## src/rtl/scan_out_pkg.sv

```systemverilog
package scan_out_pkg;

    typedef enum logic [1:0] {
        ST_IDLE  = 2'd0,
        ST_LOAD  = 2'd1,
        ST_FILL  = 2'd2,
        ST_SHIFT = 2'd3
    } scan_state_t;

endpackage

```

## src/rtl/scan_line_ptr.sv

```systemverilog
module scan_line_ptr #(
    parameter int VIS_LINES      = 480,
    parameter int WORDS_PER_LINE = 20,
    parameter int LW             = 9,
    parameter int AW             = 14
) (
    input  logic          clk,
    input  logic          rst_n,
    input  logic          vblank_i,
    input  logic          adv_i,
    output logic          armed_o,
    output logic [LW-1:0] line_o,
    output logic [AW-1:0] base_o,
    output logic          blank_o
);

    localparam logic [LW-1:0] LAST_IDX = LW'(VIS_LINES);
    localparam logic [AW-1:0] STEP     = AW'(WORDS_PER_LINE);

    typedef struct packed {
        logic          armed;
        logic [LW-1:0] line;
        logic [AW-1:0] base;
    } ptr_t;

    ptr_t ptr_d, ptr_q;

    always_comb begin
        ptr_d = ptr_q;
        if (vblank_i) begin
            ptr_d.armed = 1'b1;
            ptr_d.line  = '0;
            ptr_d.base  = '0;
        end else if (adv_i && (ptr_q.line != LAST_IDX)) begin
            ptr_d.line = ptr_q.line + 1'b1;
            ptr_d.base = ptr_q.base + STEP;
        end
    end

    always_ff @(posedge clk or negedge rst_n) begin
        if (!rst_n) begin
            ptr_q <= '0;
        end else begin
            ptr_q <= ptr_d;
        end
    end

    assign armed_o = ptr_q.armed;
    assign line_o  = ptr_q.line;
    assign base_o  = ptr_q.base;
    assign blank_o = (ptr_q.line == LAST_IDX);

endmodule

```

## src/rtl/scan_pix_shift.sv

```systemverilog
module scan_pix_shift #(
    parameter int WORD_W  = 32,
    parameter int PIX_DIV = 4
) (
    input  logic              clk,
    input  logic              rst_n,
    input  logic              load_i,
    input  logic [WORD_W-1:0] load_word_i,
    input  logic              cap_i,
    input  logic [WORD_W-1:0] cap_word_i,
    input  logic              run_i,
    output logic              pix_o,
    output logic              word_start_o,
    output logic              word_end_o
);

    localparam int BW = (WORD_W > 1) ? $clog2(WORD_W) : 1;
    localparam int DW = (PIX_DIV > 1) ? $clog2(PIX_DIV) : 1;
    localparam logic [BW-1:0] LAST_BIT = BW'(WORD_W - 1);
    localparam logic [DW-1:0] LAST_DIV = DW'(PIX_DIV - 1);

    typedef struct packed {
        logic [WORD_W-1:0] sh;
        logic [WORD_W-1:0] nxt;
        logic [BW-1:0]     bitn;
        logic [DW-1:0]     div;
    } shf_t;

    shf_t s_d, s_q;
    logic tick_last;

    assign tick_last = (s_q.div == LAST_DIV);

    always_comb begin
        s_d = s_q;
        if (cap_i) begin
            s_d.nxt = cap_word_i;
        end
        if (load_i) begin
            s_d.sh   = load_word_i;
            s_d.bitn = '0;
            s_d.div  = '0;
        end else if (run_i) begin
            if (tick_last) begin
                s_d.div = '0;
                if (s_q.bitn == LAST_BIT) begin
                    s_d.bitn = '0;
                    s_d.sh   = cap_i ? cap_word_i : s_q.nxt;
                end else begin
                    s_d.bitn = s_q.bitn + 1'b1;
                    s_d.sh   = {s_q.sh[WORD_W-2:0], 1'b0};
                end
            end else begin
                s_d.div = s_q.div + 1'b1;
            end
        end
    end

    always_ff @(posedge clk or negedge rst_n) begin
        if (!rst_n) begin
            s_q <= '0;
        end else begin
            s_q <= s_d;
        end
    end

    assign pix_o        = run_i & s_q.sh[WORD_W-1];
    assign word_start_o = run_i & (s_q.div == '0) & (s_q.bitn == '0);
    assign word_end_o   = run_i & tick_last & (s_q.bitn == LAST_BIT);

endmodule

```

## src/rtl/scan_out_engine.sv

```systemverilog
module scan_out_engine #(
    parameter int WORD_W         = 32,
    parameter int WORDS_PER_LINE = 20,
    parameter int VIS_LINES      = 480,
    parameter int PIX_DIV        = 4,
    localparam int AW = $clog2((VIS_LINES + 1) * WORDS_PER_LINE),
    localparam int LW = $clog2(VIS_LINES + 1)
) (
    input  logic              clk,
    input  logic              rst_n,
    input  logic              hblank_end_i,
    input  logic              vblank_end_i,
    output logic              rd_en_o,
    output logic [AW-1:0]     rd_addr_o,
    input  logic [WORD_W-1:0] rd_data_i,
    output logic              pix_o,
    output logic              busy_o,
    output logic              line_done_o,
    output logic [LW-1:0]     line_idx_o
);

    import scan_out_pkg::*;

    localparam int XW = (WORDS_PER_LINE > 1) ? $clog2(WORDS_PER_LINE) : 1;
    localparam logic [XW-1:0] LAST_WORD = XW'(WORDS_PER_LINE - 1);

    typedef struct packed {
        scan_state_t   state;
        logic          blank;
        logic [XW-1:0] word;
        logic [AW-1:0] rptr;
        logic          pend;
        logic          done;
    } ctl_t;

    ctl_t c_d, c_q;

    logic              armed;
    logic [AW-1:0]     line_base;
    logic              line_blank;
    logic              adv;
    logic              rd_en;
    logic              load;
    logic [WORD_W-1:0] load_word;
    logic              cap;
    logic [WORD_W-1:0] cap_word;
    logic              run;
    logic              word_start;
    logic              word_end;

    scan_line_ptr #(
        .VIS_LINES      (VIS_LINES),
        .WORDS_PER_LINE (WORDS_PER_LINE),
        .LW             (LW),
        .AW             (AW)
    ) u_ptr (
        .clk      (clk),
        .rst_n    (rst_n),
        .vblank_i (vblank_end_i),
        .adv_i    (adv),
        .armed_o  (armed),
        .line_o   (line_idx_o),
        .base_o   (line_base),
        .blank_o  (line_blank)
    );

    scan_pix_shift #(
        .WORD_W  (WORD_W),
        .PIX_DIV (PIX_DIV)
    ) u_shift (
        .clk          (clk),
        .rst_n        (rst_n),
        .load_i       (load),
        .load_word_i  (load_word),
        .cap_i        (cap),
        .cap_word_i   (cap_word),
        .run_i        (run),
        .pix_o        (pix_o),
        .word_start_o (word_start),
        .word_end_o   (word_end)
    );

    always_comb begin
        c_d       = c_q;
        c_d.pend  = 1'b0;
        c_d.done  = 1'b0;
        adv       = 1'b0;
        rd_en     = 1'b0;
        load      = 1'b0;
        load_word = '0;
        cap       = 1'b0;
        cap_word  = '0;
        run       = 1'b0;
        unique case (c_q.state)
            ST_IDLE: begin
                if (hblank_end_i && armed) begin
                    c_d.state = ST_LOAD;
                    c_d.rptr  = line_base;
                    c_d.blank = line_blank;
                    c_d.word  = '0;
                end
            end
            ST_LOAD: begin
                rd_en     = ~c_q.blank;
                if (!c_q.blank) begin
                    c_d.rptr = c_q.rptr + 1'b1;
                end
                c_d.state = ST_FILL;
            end
            ST_FILL: begin
                load      = 1'b1;
                load_word = c_q.blank ? '0 : rd_data_i;
                c_d.state = ST_SHIFT;
            end
            ST_SHIFT: begin
                run      = 1'b1;
                cap      = c_q.pend;
                cap_word = c_q.blank ? '0 : rd_data_i;
                if (word_start && (c_q.word != LAST_WORD)) begin
                    c_d.pend = 1'b1;
                    if (!c_q.blank) begin
                        rd_en    = 1'b1;
                        c_d.rptr = c_q.rptr + 1'b1;
                    end
                end
                if (word_end) begin
                    if (c_q.word == LAST_WORD) begin
                        c_d.state = ST_IDLE;
                        c_d.done  = 1'b1;
                        adv       = 1'b1;
                    end else begin
                        c_d.word = c_q.word + 1'b1;
                    end
                end
            end
            default: c_d.state = ST_IDLE;
        endcase
    end

    always_ff @(posedge clk or negedge rst_n) begin
        if (!rst_n) begin
            c_q       <= '0;
            c_q.state <= ST_IDLE;
        end else begin
            c_q <= c_d;
        end
    end

    assign rd_en_o     = rd_en;
    assign rd_addr_o   = c_q.rptr;
    assign busy_o      = (c_q.state != ST_IDLE);
    assign line_done_o = c_q.done;

endmodule

```

## config.mk

```make
export PLATFORM = sky130hd
export DESIGN_NAME = scan_out_engine
export DESIGN_NICKNAME = d
export VERILOG_FILES = /design/src/rtl/scan_out_pkg.sv /design/src/rtl/scan_line_ptr.sv /design/src/rtl/scan_pix_shift.sv /design/src/rtl/scan_out_engine.sv
export SDC_FILE = /design/constraint.sdc
export NUM_CORES = 1
export LEC_CHECK = 0
export ABC_AREA = 1
export BUFFER_PORTS_ARGS = -buffer_cell sky130_fd_sc_hd__buf_4
export CORE_MARGIN = 2
export CORE_UTILIZATION = 50
export DETAILED_ROUTE_END_ITERATION = 16
export MAX_ROUTING_LAYER = met4
export PLACE_DENSITY = 0.69
export SYNTH_ARGS = -nofsm -noshare
export SYNTH_HDL_FRONTEND = slang
export SYNTH_SLANG_ARGS = --single-unit
export TNS_END_PERCENT = 30
```

## constraint.sdc

```tcl
create_clock -name clk -period 3.28 [get_ports clk]
set_input_delay 0 -clock clk [delete_from_list [all_inputs] [get_ports clk]]
set_output_delay 0 -clock clk [all_outputs]
set_load 0.02 [all_outputs]
```

# Word-level counts from Yosys, hierarchy flattened

Cells that the tools add are included.

Register bits: 119
Logic and storage cells: 91
Input port bits: 36
Output and inout bits: 27

Eq/ne operators: 14
Add/subtract/negate cells: 6
Mux-type cells: 35
Bitwise logic cells: 6
Reductions and logical operators: 17

Operator list:

| cell                    | count |
|---|---|
| $mux W32                | 8 |
| $mux W23                | 2 |
| $pmux W14 S3            | 1 |
| $mux W22                | 1 |
| $mux W5                 | 4 |
| $mux W15                | 1 |
| $add A14 B1 Y14 const B | 1 |
| $add A14 B5 Y14 const B | 1 |
| $mux W14                | 1 |
| $mux W7                 | 2 |
| $add A5 B1 Y5 const B   | 2 |
| $eq A5 B5 Y1 const B    | 2 |
| $pmux W5 S2             | 1 |
| $reduce_bool A2 Y1      | 5 |
| $add A9 B1 Y9 const B   | 1 |
| $eq A9 B9 Y1 const B    | 1 |
| $ne A9 B9 Y1 const B    | 1 |
| $mux W1                 | 8 |
| $mux W2                 | 4 |
| $ne A2 B2 Y1 const B    | 4 |
| $pmux W2 S4             | 1 |
| $eq A2 B2 Y1 const B    | 3 |
| $reduce_and A3 Y1       | 2 |
| $and A1 B1 Y1           | 5 |
| 12 further kinds        | 16 |

# Depth between registers and ports, before layout

Gate-level depths: netlist of run 1.

Word-level depth: 9
Gate-level depth with buffers: 12
Gate-level depth less buffers: 11

# Cells and area by module

Synthesis of run 1 repeated with hierarchy kept, for this count alone.

Cell total of the unflattened synthesis: 1075
Area, all modules: 7564.8 um^2

By module, submodules not included:

| module          | sequential area each (um^2) | cells each | area an instance (um^2) | times used |
|---|---|---|---|---|
| scan_pix_shift  | 1776.7                      | 560        | 3973.8                  | 1 |
| scan_out_engine | 600.6                       | 333        | 2204.6                  | 1 |
| scan_line_ptr   | 550.5                       | 182        | 1386.3                  | 1 |

# Worst setup path after synthesis of run 1

No wires, ideal clock.

Path type: reg-to-reg
Start point: reg u_shift.s_q[2] in the netlist's numbering
End point: reg u_shift.s_q[56] in the netlist's numbering
Cell stages (with the launch flop): 11
Required time: 3148 ps
Setup time: 132 ps
Path buffers: 1
Arrival: 1605 ps
Clock period less this slack: 1737 ps
Path slack: 1543 ps
Cells stage by stage: dfrtp_1 -> ha_1 -> inv_1 -> nor3_1 -> ha_1 -> inv_1 -> nand2_2 -> inv_2 -> buf_2 -> a221oi_1 -> a21oi_1

Longest elaborated chain between the ends: 5

RTL lines:

| item                     | line                 | text |
|---|---|---|
| start: declaration       | scan_pix_shift.sv:29 | `shf_t s_d, s_q;` |
| start signal: assignment | scan_pix_shift.sv:61 | `s_q <= '0;` |
| start signal: assignment | scan_pix_shift.sv:63 | `s_q <= s_d;` |
| $eq A5 B5 Y1             | scan_pix_shift.sv:46 | `if (s_q.bitn == LAST_BIT) begin` |
| $mux W32                 | scan_pix_shift.sv:46 |  |
| $mux W32                 | scan_pix_shift.sv:44 | `if (tick_last) begin` |
| $mux W32                 | scan_pix_shift.sv:43 | `end else if (run_i) begin` |
| $mux W32                 | scan_pix_shift.sv:39 | `if (load_i) begin` |

Every way passes these cells. The select of a mux whose other input is x is not followed.
A chain may end at the register's enable or synchronous reset.

# Worst setup path in the final report of run 1

Start point: reg c_q[22] in the netlist's numbering
End point: reg u_shift.s_q[51] in the netlist's numbering

Longest elaborated chain between the ends: 7
Elaborated cells on any way between the ends: 15
Classes of those cells: 2 x eq/ne; 10 x mux; 3 x reduce/logical

RTL lines:

| item                                       | line                  | text |
|---|---|---|
| start: declaration                         | scan_out_engine.sv:36 | `ctl_t c_d, c_q;` |
| $eq A2 B2 Y1                               | scan_out_engine.sv:94 | `unique case (c_q.state)` |
| $mux W32 / $mux W1 (equally long branches) | scan_out_engine.sv:94 |  |
| $mux W32                                   | --                    |  |
| $mux W32                                   | scan_pix_shift.sv:46  |  |
| $mux W32                                   | scan_pix_shift.sv:44  |  |
| $mux W32                                   | scan_pix_shift.sv:43  |  |
| $mux W32                                   | scan_pix_shift.sv:39  |  |

Several ways; a longest one is shown, not always the timed one. The select of a mux whose other input is x is not followed.

==> results of run 1 <==
-- worst paths after layout --
kind / slack [ps] / depth (start not counted) / to / from
min in group clk: 240 / 5 / c_q[21] / hblank_end_i
setup reg to reg: 960 / 6 / u_shift.s_q[51] / c_q[22]
setup / recovery: 960 / 6 / u_shift.s_q[51] / c_q[22]
max in group asynchronous: 2280 / 3 / rd_addr_o[5] / rst_n
hold reg to reg: 460 / 1 / u_ptr.armed_o / u_ptr.armed_o
hold / removal: 230 / 2 / u_shift.s_q[19] / rst_n
-- kinds of logic (layout without fill, tap and decap cells) --
logic type	Yosys count	in the layout	share of synthesized area
XOR/XNOR	13	13	0.0171
adder cells (fa/ha/maj)	14	14	0.0263
AO/OA/AOI/OAI	149	149	0.131
flip-flops	117	117	0.440
AND/OR/NAND/NOR	422	422	0.271
buffers and inverters	167	253	0.115
-- sequential cells by signal, indices dropped and copies added, names as in the netlist --
signal and count:
c_q 9, line_done_o 1, rd_addr_o 14, u_ptr.armed_o 1, u_ptr.base_o 12, u_ptr.line_o 9
u_shift.s_q 71
-- what timing repair did --
| action | 4_1_cts | 5_1_grt |
|---|---|---|
| setup buffers | 0 | 0 |
| hold endpoints to repair | 105 | 0 |
| hold buffers | 34 | 0 |
-- per-layer routing --
metal / track usage / routed length, um
met1: 0.346 / 8020
met2: 0.353 / 6940
met3: 0.0522 / 641
met4: 0.0596 / 136
met5: - / 0
-- per-stage QoR --
stage	area [um^2]	hold WS, ps	util	std cells	power [mW]
floorplan	6660	-296	-	882	1.49
global placement	7090	154	0.540	1078	1.56
detailed placement	7090	160	0.540	1078	1.56
CTS	8030	218	0.611	1144	3.44
global route	8030	269	0.611	1144	3.52
finish	8030	230	0.611	1144	3.40
-- worst max-delay path, delay by kind of cell, from the launching register on --
family,cells,cell delay [ps]
simple gates,2,490
compound gates,2,430
buf+inv,1,330
fa+ha+maj,1,520
flops,1,370
-- cell usage after synthesis --
cell type / instances
nand2_1: 214
nor2_1: 121
dfrtp_1: 117
inv_1: 111
o21ai_0: 53
a21oi_1: 45
nand3_1: 38
buf_2: 19
buf_4: 16
nand4_1: 15
a22oi_1: 14
ha_1: 14
nor3_1: 11
xor2_1: 11
a221oi_1: 10
o21ai_1: 10
buf_6: 6
clkbuf_1: 6
inv_2: 5
nand2_2: 5
nor2_4: 5
a21oi_2: 4
nand2_4: 4
o21bai_1: 4
inv_4: 3
nor2_2: 3
o21ai_2: 3
or2_2: 3
nand3_2: 2
xnor2_1: 2
a211oi_1: 1
a41oi_1: 1
buf_1: 1
nand3_4: 1
o211ai_1: 1
o221ai_1: 1
o22ai_1: 1
o31ai_1: 1
-- layout by cell type, fill, tap and decap left out, types with 2 or more instances in the layout --
| cell type | synthesis | layout |
|---|---|---|
| nand2_1 | 214 | 214 |
| nor2_1 | 121 | 120 |
| dfrtp_1 | 117 | 117 |
| inv_1 | 111 | 111 |
| buf_4 | 16 | 67 |
| o21ai_0 | 53 | 53 |
| a21oi_1 | 45 | 45 |
| nand3_1 | 38 | 38 |
| dlygate4sd3_1 | 0 | 34 |
| clkbuf_16 | 0 | 17 |
| nand4_1 | 15 | 15 |
| a22oi_1 | 14 | 14 |
| ha_1 | 14 | 14 |
| nor3_1 | 11 | 11 |
| xor2_1 | 11 | 11 |
| o21ai_1 | 10 | 10 |
| a221oi_1 | 10 | 10 |
| inv_2 | 5 | 5 |
| nand2_2 | 5 | 5 |
| nor2_4 | 5 | 5 |
| nand2_4 | 4 | 4 |
| nor2_2 | 3 | 4 |
| a21oi_2 | 4 | 4 |
| o21bai_1 | 4 | 4 |
| clkinv_2 | 0 | 4 |
| clkinvlp_4 | 0 | 4 |
| inv_4 | 3 | 3 |
| or2_2 | 3 | 3 |
| o21ai_2 | 3 | 3 |
| clkbuf_8 | 0 | 3 |
| nand3_2 | 2 | 2 |
| xnor2_1 | 2 | 2 |
| bufinv_16 | 0 | 2 |
-- report_power, final --
part	leakage, nW	internal [mW]	switching, mW
clock network	0.284	1.17	0.665
logic	2.06	0.0601	0.0580
registers	1.55	1.44	0.000000197
total	3.89	2.68	0.723
-- cell type report --
type                       count  area (um^2)
multi-input combinational    598         2970
fill                        1171         5110
inverter                     119          454
sequential                   117         2930
clock buffer                  20          467
timing repair buffer         102          863
clock inverter                12          128
tap                          176          220
==> results.md, run 1 <==
* Die area at between 10000 and 15000 um^2
* Largest net degree at the start of global routing at 65
* Synth Register Bits at roughly 120
* Area growth syn-to-layout at 20.6%
* Crit Path Class: reg2reg
* Drc violations at 0
* Io pins at between 60 and 70
* RSZ-0062 raised after global routing: false
* First-pass GRT wire length at roughly 27000 um
* Min cycle time layout at 2320 ps
* DR vias at around 5800
* TritonCTS Buffers at 17
* Slew headroom at 0.458
* Slew @ Worst Pin at between 800 and 900 ps
* Gpl congestion at between 0.8 and 0.9
* Clock skew at approximately 9.0 ps
* # rows at 42
* CP Launch Type: register
* Netlist cell types at 38
* Final Setup Violations at 0
* Cells after Synth at about 880
* CP max FO at 46
* Hold Crit Class: in2async
* Latest clock arrival within the worst-skew pair at around 420 ps
* Clock buffer depth at 2
* Final ANT Viol Nets at 0
* Via density at approximately 5.1
* Crit path DAT at between 2000 and 3000 ps
* Nets@finish at roughly 1000
* Die Ht at approximately 120 um
* Post-Syn Nets at approximately 930
* Pre-Repair DR Iteration Count at 5
* Max_cap viols at 0
* Area contributors post-synth: dfrtp_1 (44%), nand2_1 (12%), nor2_1 (6.8%)
* Layout cells sized above 1 at 0.144
* Final wirelength at about 16000 um
* Root buf cell: clkbuf_16
* Crit path cell chain: ha_1 > nand2_4 > nand2_4 > inv_2 > a221oi_1 > a21oi_1
* Fin. Hold Viols at 0
* Mean post-synth cell area at approximately 7.5 um^2
* Inserted Diodes at 0
* Dominant cell type by area after synthesis: dfrtp_1
* Clk sinks at ~120
* Worst-path cell with the longest stage delay: ha_1
* Initial antenna violation count at 0
* CTS tree: done
* Clk slew on worst S/H paths at around 50 ps
* Max Freq at between 400 and 500 MHz
* Core Box Area at 13100 um^2
* Count of input and output buffers at 62
* Quantity of gates resized following cts at 0
* Crit. End Element: register
* # H-tree levels at 4
* Synth Warn # at 0
* Number of global-route vias before repair at 5589
* Setup TNS Final at 0 ps
* VDD IR max at roughly 0.00024 V
* Leakage at between 3 and 4 nW
* Cell mode on critical path: nand2_4
* Seq/Total Area, Yosys at 0.440
* Outcome: completed
* Die Wd at 119 um
* Worst path required time at around 3600 ps
* Final HPWL DP at 9970 um
* Routed WL per cell at approximately 14 um
* Dpl ws at 1020 ps
* Slowest stage delay, CP at around 520 ps
* Fin crit share at 0.706
* Gr usage total at 0.242
* Remaining Overflow, GRT at 0
* Effective utilization at floorplan at 0.507
* Final worst slack at a little under 1000 ps
* Share of the synthesized area in the top cell type at 0.440
* Mapped cell area at between 6000 and 7000 um^2
* DRT iter0 DRCs at between 500 and 600
* Power density over cell area at 424 nW/um^2
* Slew Viols, Final at 0
Power figures use the tool's default switching activity.
==> inputs of run 2 (changes only) <==
- clock period: 3.28 -> 2.18 ns (I/O delays scaled with it)
==> run 2 against run 1 <==
Routed wire length did not move. Flip-flop and latch count did not move. Critical path depth rose by 3. Global-route usage fell by 0.052 points. Largest cell class unchanged.
==> results.md, run 2 (synthesized netlist as in run 1, its figures left out) <==
* Final wirelength at 15700 um (unchanged)
* RSZ-0062 raised after global routing: true
* Nets@finish at 1014 (+0.90%)
* Total power at 5.11 mW (+50%)
* Die area at 14200 um^2 (unchanged)
* Clock skew at 6.42 ps (-2.56 ps)
* CP max FO at 8 (-83%)
* Final ANT Viol Nets at 0 (unchanged)
* Die Ht at 119 um (unchanged)
* Max Freq at approximately 500 MHz
* # rows at 42 (unchanged)
* Count of input and output buffers at 62 (unchanged)
* Hold Crit Class: in2async
* Via density at 5.11 (+0.97%)
* Gpl congestion at 0.879 (+0.70%)
* Slowest stage delay, CP at 380 ps (-140 ps)
* Reg2reg setup slack at 200 ps (-760 ps)
* Placed Area at 7180 um^2 (+1.3%)
* Gr usage total at 0.241 (-0.000522)
* Fin crit share at 0.913
* TritonCTS Buffers at 17 (unchanged)
* # H-tree levels at 4 (unchanged)
* CP Launch Type: register
* Die Wd at 119 um (unchanged)
* Post-route cell area at 8120 um^2 (+1.2%)
* Drc violations at 0 (unchanged)
* Fill cell count at 1193 (+1.9%)
* Worst path required time at 2180 ps (-1380 ps)
* Outcome: completed
* Worst Reg-to-Reg Cells at 9 (+3)
* R2r endpoint: u_shift.s_q[70]
* Crit. End Element: output pin
* Area growth syn-to-layout at 22.0%
* Latest clock arrival within the worst-skew pair at 420 ps (about the same)
* Io pins at 63 (unchanged)
* Clock buffer depth at 2 (unchanged)
* Root buf cell: clkbuf_16
* Min cycle time layout at 1990 ps
* Pre-Repair DR Iteration Count at 7 (+2)
* Reg-to-Reg Start: u_shift.s_q[2]
* Number of global-route vias before repair at 5732 (+2.6%)
* Post-CTS setup buffer count at 0 (unchanged)
* VDD IR max at 0.000521 V (+120%)
* Fin. Hold Viols at 0 (unchanged)
* DR vias at 5889 (+1.7%)
* Worst-path cell with the longest stage delay: dfrtp_1
* Effective utilization at floorplan at 0.507 (unchanged)
* M1 WL at 7740 um (-3.4%)
* Remaining Overflow, GRT at 0 (unchanged)
* Dpl ws at 102 ps (-916 ps)
* Setup crit start: c_q[16]
* Met2 wire len at 7000 um (+0.97%)
* Slew Viols, Final at 0 (unchanged)
* Core Box Area at 13100 um^2 (unchanged)
* Slew headroom at 0.572 (+0.115)
* Max_cap viols at 0 (unchanged)
* DR WL met3 at 730 um (+14%)
* DRT iter0 DRCs at 408 (-31%)
* Leakage at 3.94 nW (+1.2%)
* Final HPWL DP at 10300 um (+3.5%)
* Final Setup Violations at 0 (unchanged)
* Clk slew on worst S/H paths at 50 ps (about the same)
* Clk sinks at 117 (unchanged)
* Non-Filler Instances at 1152 (+0.70%)
* Inserted Diodes at 0 (unchanged)
* WHS at 142 ps (-87.6 ps)
* Area of the multi-input gates at 2980 um^2 (+0.34%)
* Layout cells sized above 1 at 0.151 (+0.00702)
* Initial antenna violation count at 0 (unchanged)
* Highest Signal Layer: met4
* Placed Cells at 1087 (+0.83%)
* Most common cell after layout, fill and taps aside: nand2_1
* Top reg by flops: u_shift.s_q
* Crit path cell chain: ha_1 > nand2_1 > inv_1 > nand2_2 > nand2_1 > nor2_2 > nor2_2 > nor2_1 > buf_4
* Power density over cell area at 630 nW/um^2 (+49%)
* Slew @ Worst Pin at 642 ps (-172 ps)
* First-pass GRT wire length at 27000 um (+0.62%)
* Setup TNS Final at 0 ps (unchanged)
* Final worst slack at 190 ps (-773 ps)
* Crit path DAT at 1990 ps (-610 ps)
* Commonest cells after routing, fill and taps aside: nand2_1 (214), nor2_1 (120), dfrtp_1 (117)
* Max FFs per register at 71 (unchanged)
* Reg area at 2930 um^2 (unchanged)
* CTS tree: done
* Largest net degree at the start of global routing at 48 (-26%)
* Util after Layout at 0.618 (+0.00724)
* Routed WL per cell at 13.7 um (-0.69%)
* Crit Path Class: reg2out
run 2: cell count changes in the layout (fill, tap and decap cells not counted):
cell,change
ha_2,+2
clkbuf_1,+2
clkinv_2,-1
clkbuf_8,+1
ha_1,-2
buf_12,+2
buf_4,+7
nand2_2,-1
nand2_4,+1
inv_6,-1
clkinvlp_4,-2
run 2: cell type report:
type                    instances  area share
multi-input cells             598       0.367
repair buffers                111       0.118
clock inverters                 8      0.0122
flip-flops and latches        117       0.360
clock buffers                  23      0.0601
inverters                     119      0.0559
well taps                     176      0.0271
run 2: worst max path at each step:
stage,slack [ps],depth (start not counted),endpoint
5_1_grt,-20,9,u_shift.s_q[56]
2_1_floorplan,440,10,u_shift.s_q[56]
6_report,190,9,rd_en_o
4_1_cts,70,9,u_shift.s_q[70]
3_5_place_dp,100,9,u_shift.s_q[46]
3_3_place_gp,220,9,u_shift.s_q[56]
run 2: worst max-delay path: cells and delay by family, from the launching register on:
family        cells  cell delay (ps)
flops             1              380
buf+inv           2              230
simple gates      6              750
fa+ha+maj         1              220
run 2: routing by layer:
layer  vias to the layer above  global-route usage
li1                       2971                   -
met1                      2736               0.334
met2                       160               0.359
met3                        22              0.0450
met4                         0              0.0801
met5                         -                   -
run 2: what timing repair did:
action,4_1_cts,5_1_grt
resized for setup,0,3
endpoints found under the setup margin,0,11
hold buffers,34,0
endpoints found under the hold margin,86,0
run 2: report_power, final:
| group | switching [mW] | leakage (nW) | internal, mW | total (mW) |
|---|---|---|---|---|
| clock | 0.968 | 0.285 | 1.79 | 2.76 |
| sequential | 0.000000302 | 1.55 | 2.17 | 2.17 |
| combinational | 0.0902 | 2.11 | 0.0927 | 0.183 |
| total | 1.06 | 3.94 | 4.06 | 5.11 |
